--- src/rtl/sns_dec_pkg.sv ---
package sns_dec_pkg;
  localparam int ADDR_W  = 32;
  localparam int WIN_W   = 4;
  localparam int OFF_W   = ADDR_W - WIN_W;
  localparam int NUM_TGT = 14;

  localparam int T_BOARD   = 0;
  localparam int T_SRAM    = 1;
  localparam int T_TMR_A   = 2;
  localparam int T_TMR_B   = 3;
  localparam int T_DUALTMR = 4;
  localparam int T_SYSINFO = 5;
  localparam int T_AONTMR  = 6;
  localparam int T_SCU_NS  = 7;
  localparam int T_WDOG_NS = 8;
  localparam int T_SCU_S   = 9;
  localparam int T_WDOG_S  = 10;
  localparam int T_SYSCTRL = 11;
  localparam int T_AONWDOG = 12;
  localparam int T_RAMPROT = 13;

  function automatic logic [ADDR_W-1:0] tgt_base(input int idx);
    case (idx)
      T_BOARD:   return 32'h0000_0000;
      T_SRAM:    return 32'h2000_0000;
      T_TMR_A:   return 32'h4000_0000;
      T_TMR_B:   return 32'h4000_1000;
      T_DUALTMR: return 32'h4000_2000;
      T_SYSINFO: return 32'h4002_0000;
      T_AONTMR:  return 32'h4002_F000;
      T_SCU_NS:  return 32'h4008_0000;
      T_WDOG_NS: return 32'h4008_1000;
      T_SCU_S:   return 32'h5008_0000;
      T_WDOG_S:  return 32'h5008_1000;
      T_SYSCTRL: return 32'h5002_1000;
      T_AONWDOG: return 32'h5002_E000;
      default:   return 32'h5008_3000;
    endcase
  endfunction

  // log2 of the span of each target
  function automatic int tgt_span(input int idx);
    case (idx)
      T_BOARD: return OFF_W;
      T_SRAM:  return 15;
      default: return 12;
    endcase
  endfunction

  function automatic logic [OFF_W-1:0] span_mask(input int idx);
    logic [OFF_W:0] one;
    one = 1;
    return OFF_W'((one << tgt_span(idx)) - 1);
  endfunction
endpackage

--- src/rtl/sns_alias_fold.sv ---
module sns_alias_fold #(
  parameter int ADDR_W = 32,
  parameter int WIN_W  = 4,
  parameter logic [(1<<WIN_W)-1:0] MIRROR_WINDOWS = 16'h002A
) (
  input  logic [ADDR_W-1:0] addr,
  output logic [ADDR_W-1:0] fold_addr,
  output logic              mirror_ok
);
  localparam int LOW_W = ADDR_W - WIN_W;
  logic [WIN_W-1:0] win;

  assign win       = addr[ADDR_W-1 -: WIN_W];
  assign mirror_ok = MIRROR_WINDOWS[win];
  assign fold_addr = {win[WIN_W-1:1], 1'b0, addr[LOW_W-1:0]};
endmodule

--- src/rtl/sns_slot_match.sv ---
module sns_slot_match
  import sns_dec_pkg::*;
(
  input  logic [ADDR_W-1:0]  addr,
  output logic [NUM_TGT-1:0] hit
);
  for (genvar i = 0; i < NUM_TGT; i++) begin : g_slot
    localparam logic [ADDR_W-1:0] BASE = tgt_base(i);
    localparam int SP = tgt_span(i);
    assign hit[i] = (addr[ADDR_W-1:SP] == BASE[ADDR_W-1:SP]);
  end
endmodule

--- src/rtl/sns_pick.sv ---
module sns_pick
  import sns_dec_pkg::*;
(
  input  logic [NUM_TGT-1:0] direct_hit,
  input  logic [NUM_TGT-1:0] mirror_hit,
  input  logic               mirror_ok,
  input  logic [OFF_W-1:0]   addr_lo,
  output logic [NUM_TGT-1:0] sel,
  output logic [OFF_W-1:0]   offset,
  output logic               err
);
  always_comb begin
    if (|direct_hit)    sel = direct_hit;
    else if (mirror_ok) sel = mirror_hit;
    else                sel = '0;
    err    = ~|sel;
    offset = '0;
    for (int i = 0; i < NUM_TGT; i++) begin
      if (sel[i]) offset = offset | (addr_lo & span_mask(i));
    end
  end
endmodule

--- src/rtl/sns_addr_decoder.sv ---
module sns_addr_decoder
  import sns_dec_pkg::*;
(
  input  logic               clk,
  input  logic               rst,
  input  logic               req_valid,
  output logic               req_ready,
  input  logic [ADDR_W-1:0]  req_addr,
  input  logic               req_write,
  output logic               rsp_valid,
  output logic [NUM_TGT-1:0] rsp_sel,
  output logic [OFF_W-1:0]   rsp_offset,
  output logic               rsp_err,
  output logic               rsp_write
);
  logic [ADDR_W-1:0]  fold_addr;
  logic               mirror_ok;
  logic [NUM_TGT-1:0] direct_hit, mirror_hit, sel_c;
  logic [OFF_W-1:0]   off_c;
  logic               err_c;

  assign req_ready = 1'b1;

  sns_alias_fold #(.ADDR_W(ADDR_W), .WIN_W(WIN_W)) u_fold (
    .addr(req_addr), .fold_addr(fold_addr), .mirror_ok(mirror_ok)
  );

  sns_slot_match u_direct (.addr(req_addr),  .hit(direct_hit));
  sns_slot_match u_mirror (.addr(fold_addr), .hit(mirror_hit));

  sns_pick u_pick (
    .direct_hit(direct_hit), .mirror_hit(mirror_hit), .mirror_ok(mirror_ok),
    .addr_lo(req_addr[OFF_W-1:0]), .sel(sel_c), .offset(off_c), .err(err_c)
  );

  always_ff @(posedge clk) begin
    if (rst) begin
      rsp_valid  <= 1'b0;
      rsp_sel    <= '0;
      rsp_offset <= '0;
      rsp_err    <= 1'b0;
      rsp_write  <= 1'b0;
    end else begin
      rsp_valid <= req_valid;
      if (req_valid) begin
        rsp_sel    <= sel_c;
        rsp_offset <= off_c;
        rsp_err    <= err_c;
        rsp_write  <= req_write;
      end
    end
  end
endmodule

--- config.mk ---
export PLATFORM = sky130hd
export DESIGN_NAME = sns_addr_decoder
export DESIGN_NICKNAME = d
export VERILOG_FILES = /design/src/rtl/sns_dec_pkg.sv /design/src/rtl/sns_alias_fold.sv /design/src/rtl/sns_slot_match.sv /design/src/rtl/sns_pick.sv /design/src/rtl/sns_addr_decoder.sv
export SDC_FILE = /design/constraint.sdc
export NUM_CORES = 1
export LEC_CHECK = 0
export ABC_AREA = 1
export BUFFER_PORTS_ARGS = -buffer_cell sky130_fd_sc_hd__buf_4
export CORE_MARGIN = 1.5
export CORE_UTILIZATION = 25
export DETAILED_ROUTE_END_ITERATION = 10
export MAX_ROUTING_LAYER = met4
export PLACE_DENSITY_LB_ADDON = 0.05
export RECOVER_POWER = 100
export SYNTH_ARGS = -nofsm -noshare
export SYNTH_HDL_FRONTEND = slang
export SYNTH_HIERARCHICAL = 1
export SYNTH_SLANG_ARGS = --single-unit
export TNS_END_PERCENT = 50
--- constraint.sdc ---
create_clock -name clk -period 3.5 [get_ports clk]
set_clock_uncertainty 0.05 [all_clocks]
set_input_delay 0.175 -clock clk [delete_from_list [all_inputs] [get_ports clk]]
set_output_delay 0.175 -clock clk [all_outputs]
set_load 0.1 [all_outputs]
## Word level (Yosys, flattened, before mapping)

Memories as Yosys holds them, arrays and structs flattened.
Cells that the tools add are included.

- Word-level logic and storage cells: 119
- Output and inout port bits: 46
- Bits of input ports: 36
- Memories kept: 1
- Register bits after elaboration: 45
- Memory bits (read-only): 16

- $add $sub $neg: 14
- Bitwise operators: 27
- Reductions and logical operators: 5
- Shifts and indexed selects: 14
- Equal/unequal tests: 21
- Muxes and demuxes: 31
- Magnitude comparators: 1

Memory list:

| memory | depth | bits a word | read ports | clocked after memory_dff | wr ports | RTL line | RTL |
|---|---|---|---|---|---|---|---|
| (no name shown) | 16 | 1 | 1 | 0 | 0 | sns_alias_fold.sv:14 | `assign mirror_ok = MIRROR_WINDOWS[win];` |

Operators with widths:

| kind | number |
|---|---|
| 32-bit 2-to-1 mux | 14 |
| 1-bit by 32-bit << shifter with 28-bit output (first input constant) | 14 |
| 28-bit bitwise AND | 14 |
| 28-bit 2-to-1 mux | 14 |
| 28-bit by 1-bit subtractor with 28-bit output (second input constant) | 14 |
| 28-bit OR | 13 |
| 20-bit by 19-bit equality test with 1-bit output (second input constant) | 12 |
| 19-bit by 18-bit equality test with 1-bit output (second input constant) | 7 |
| 14-bit OR reduction | 2 |
| 17-bit by 15-bit equality test with 1-bit output (second input constant) | 1 |
| 16-bit by 14-bit equality test with 1-bit output (second input constant) | 1 |
| 14-bit 2-to-1 mux | 1 |
| 9-bit 2-to-1 mux | 1 |
| 4-bit zero test | 2 |
| 4-bit by 5-bit less-than comparator with 1-bit output (second input constant) | 1 |
| 1-bit zero test | 1 |
| 1-bit 2-to-1 mux | 1 |

## Longest topological paths before layout

- Depth after elaboration: 35
- Gate-level depth with buffers: 22
- Mapped depth without buffers: 21

## Hierarchy

The synthesis kept the hierarchy.

By module, submodules not included:

| module | cells each | area each (µm²) | times used | seq. area each (µm²) |
|---|---|---|---|---|
| sns_addr_decoder | 284 | 1,838.0 | 1 | 900.9 |
| sns_pick | 157 | 695.7 | 1 | 0.0 |
| sns_slot_match | 78 | 339.1 | 2 | 0.0 |
| sns_alias_fold | 38 | 262.8 | 1 | 0.0 |

## Worst setup path after synthesis

OpenSTA, ideal clock, no wires.

- Kind: input -> register
- Start: input port req_addr[22]
- End: register rsp_offset[10]
- Setup time: 0.118 ns
- Stages on the path: 21
- Arrival time: 1.940 ns
- Data required time: 3.332 ns
- Path slack: 1.392 ns
- Path buffers: 1
- Cell sequence: nor2_1 -> nand2_1 -> nor2_4 -> nand2_1 -> nor2_1 -> nor2_2 -> nand2_2 -> nor2_4 -> nand2_2 -> nand2_1 -> nand2_1 -> nand2_1 -> nor2_1 -> nand2_1 -> nor2_2 -> buf_6 -> nor2_2 -> inv_1 -> nand2_1 -> nand2_1 -> nor2_1

- Cells in the longest elaborated chain, start to end: 30
- Elaborated cells between the ends (all ways): 51
- Those cells by class: 21 x eq/ne; 16 x mux; 13 x bitwise; 1 x reduce/logical

Ends and longest elaborated chain:

| item | RTL line | RTL |
|---|---|---|
| start: declaration | sns_addr_decoder.sv:8 | `input logic [ADDR_W-1:0] req_addr,` |
| 20-bit by 19-bit equality test with 1-bit output (*) | sns_slot_match.sv:10 | `assign hit[i] = (addr[ADDR_W-1:SP] == BASE[ADDR_W-1:SP]);` |
| net direct_hit[13] | sns_addr_decoder.sv:18 | `logic [NUM_TGT-1:0] direct_hit, mirror_hit, sel_c;` |
| 14-bit OR reduction | sns_pick.sv:13 | `if (\|direct_hit) sel = direct_hit;` |
| 14-bit 2-to-1 mux (*) | sns_pick.sv:13 |  |
| 28-bit 2-to-1 mux | sns_pick.sv:19 | `if (sel[i]) offset = offset \| (addr_lo & span_mask(i));` |
| 28-bit OR | sns_pick.sv:19 |  |
| 28-bit 2-to-1 mux | sns_pick.sv:19 |  |
| 28-bit OR | sns_pick.sv:19 |  |
| (+16 left out) | n/a |  |
| 28-bit 2-to-1 mux | sns_pick.sv:19 |  |
| 28-bit OR | sns_pick.sv:19 |  |
| 28-bit 2-to-1 mux | sns_pick.sv:19 |  |
| 28-bit OR | sns_pick.sv:19 |  |
| 28-bit 2-to-1 mux | sns_pick.sv:19 |  |
| 28-bit OR | sns_pick.sv:19 |  |
| 28-bit 2-to-1 mux (*) | sns_pick.sv:19 |  |
| net off_c[10] | sns_addr_decoder.sv:19 | `logic [OFF_W-1:0] off_c;` |
| end signal: assignment | sns_addr_decoder.sv:40 | `rsp_offset <= '0;` |
| end signal: assignment | sns_addr_decoder.sv:47 | `rsp_offset <= off_c;` |
| end: declaration | sns_addr_decoder.sv:12 | `output logic [OFF_W-1:0] rsp_offset,` |

Mark *: on every way through the listed nets, which the timed path passes. The rest lies on a longest branch.
A chain may end at the register's enable or synchronous reset.

## Worst setup path after layout

Same ends and word-level chain as after synthesis.

==> metrics <==
clock tree from TritonCTS built; Tot GR Track Use 0.143; Clock Tree Buf Depth 2; Placed Area ~0.0039 sq mm; largest net degree at the start of global routing 90; H-tree depth 2; share of cells above drive strength 1 0.105; RR Startpoint rsp_offset[12]$_SDFFE_PP0P_; CP peak stage delay ~0.34 ns; area delta synth->final 16.1%; DRC errors left 0; WP depth 22; syn nets 659; hold worst-path end rsp_write$_SDFFE_PP0P_; Root Driver clkbuf_16; Final Slew Violations 90; P per Cell Area slightly below 400 mW/mm^2; worst hold path startpoint req_write; mapped cell area ~0.0034 sq mm; P_leak just over 2 nW; Worst Path Arrival between 2 and 3 ns; Iteration-0 DRC Markers between 100 and 150; chip width between 100 and 150 um; Slew HR -0.119; Buf/Inv on CP 3; clock-pin slew on the worst setup and hold paths about 0.06 ns; most frequent cells in the layout nor2_1 (178), nand2_1 (173), inv_1 (126), clkbuf_1 (47), dfxtp_1 (45); worst ir drop on vdd about 0.18 mV; HP Class input pin to flop; # diodes 0; post-cts resize count 0; fillers between 1500 and 2000; Max Clk Rate between 0.3 and 0.4 GHz; Max Cap Viol 1; clk_lat worst skew roughly 0.28 ns; Num Clock Sinks 45; initial antenna violation count 0; DR pass1 iterations 4; core box area between 0.01 and 0.015 sq mm; sequential cell area 901 sq um; grt total ovfl 0; post-DP HPWL 7.34 mm; CTS Buf Count 5; Util after Layout 0.297; Via-to-Cell Ratio around 4.0; Crit Path Max Fanout 15; worst-margin pin slew ~1.7 ns; Setup crit end kind flop; failing checks capacitance limit, slew limit; required time worst endpoint between 3 and 4 ns; r2r setup slk around 2.9 ns; Port-buffer cells 80; status finished with violations; unrepaired setup endpoints after global routing no; first-pass GRT wire length between 15 and 20 mm; CP top delay family simple AND/OR/NAND/NOR gates; hold path depth 5; Final period util 0.765; worst path cell trace clkbuf_1 > nor2_1 > nand2_1 > nor2_4 > nand2_2 > nor2_1 > nor2_1 > nand2_1 > nor2_4 > nand2_1 > nand2_1 > nand2_1 > nand2_1 > nor2_1 > nand2_1 > nor2_2 > buf_4 > nor2_1 > inv_1 > nand2_1 > nand2_1 > nor2_1; routed vias approximately 3400; Syn. warnings 6; Setup TNS Final 0 ns; Final Setup Violations 0; Worst Reg2Reg Path Length in Cells 2; area of the multi-input gates about 0.0017 sq mm; standard-cell rows 42; Detailed Route WL 9.31 mm; vias in the first global route roughly 3400; detailed-route wire length per cell around 11 um; final worst path period need around 2.7 ns; Post-Syn Instances just over 600; Layout Nets between 700 and 800; Setup Crit Path Kind input pin to flop; Hold Violations, Final 0; type of origin of the critical path input pin; die footprint around 0.014 sq mm; post-route cell area 0.00393 sq mm; Starting Density 0.256; post-route ant nets 0; most common cell after layout, fill and taps aside nor2_1; Critical-path top delay cell nand2_1; FF-to-FF End rsp_offset[12]$_SDFFE_PP0P_; Routability Congestion roughly 0.84; Ports 82; syn avg cell area 5.43 sq um; Die Y between 100 and 150 um; Critical Path Most Common Cell nand2_1
==> worst max path at each step <==
stage / startpoint / to
after floorplan: req_addr[22] / rsp_offset[10]$_SDFFE_PP0P_
after global placement: req_addr[22] / rsp_offset[1]$_SDFFE_PP0P_
after detailed placement: req_addr[22] / rsp_offset[2]$_SDFFE_PP0P_
after CTS: req_addr[22] / rsp_offset[2]$_SDFFE_PP0P_
after global routing: req_addr[22] / rsp_offset[0]$_SDFFE_PP0P_
final: req_addr[22] / rsp_offset[10]$_SDFFE_PP0P_
==> routing by layer <==
| metal | GRT usage | share of wire | vias to the layer above |
|---|---|---|---|
| li1 | - | - | 1841 |
| met5 | - | 0 | - |
| met2 | 0.239 | 0.45 | 78 |
| met4 | 0.0417 | 0.020 | 0 |
| met3 | 0.0311 | 0.046 | 16 |
| met1 | 0.173 | 0.49 | 1448 |
==> state kept, by name, indices dropped and copies added, names as in the netlist <==
signal      count
rsp_sel        14
rsp_write       1
rsp_err         1
rsp_valid       1
rsp_offset     28
==> cell type report <==
cell class,count,share of cell area
clock buffers,7,0.0363
clock inverters,1,0.00764
inverters,127,0.121
multi-input cells,411,0.433
flip-flops and latches,45,0.229
well taps,176,0.0560
repair buffers,84,0.117
==> power breakdown <==
| part | leakage, nW | switching, mW | internal (mW) |
|---|---|---|---|
| logic | 1.56 | 0.360 | 0.0934 |
| registers | 0.371 | 0.0144 | 0.542 |
| clock network | 0.0841 | 0.195 | 0.357 |
==> worst min-delay path, cell delays in order <==
cell     delay [ns]
buf_4          0.08
inv_1          0.03
nand2_1        0.04
nand2_1        0.04
nor2_1         0.07
==> through the flow <==
stage	setup WS (ns)	cells	power (mW)	hold slack [ns]
after floorplan	1.39	623	0.952	0.196
after global placement	0.528	842	1.05	0.295
after detailed placement	0.567	842	1.05	0.302
after CTS	0.871	851	1.62	0.117
after global routing	0.253	851	1.65	0.149
final	0.824	851	1.56	0.126
==> what timing repair did <==
| item | in CTS | in global routing |
|---|---|---|
| endpoints found under the setup margin | 0 | 0 |
| endpoints found under the hold margin | 1 | 0 |
| buffers inserted | 0 | 0 |
| hold buffers | 1 | 0 |
Power figures use the tool's default switching activity.
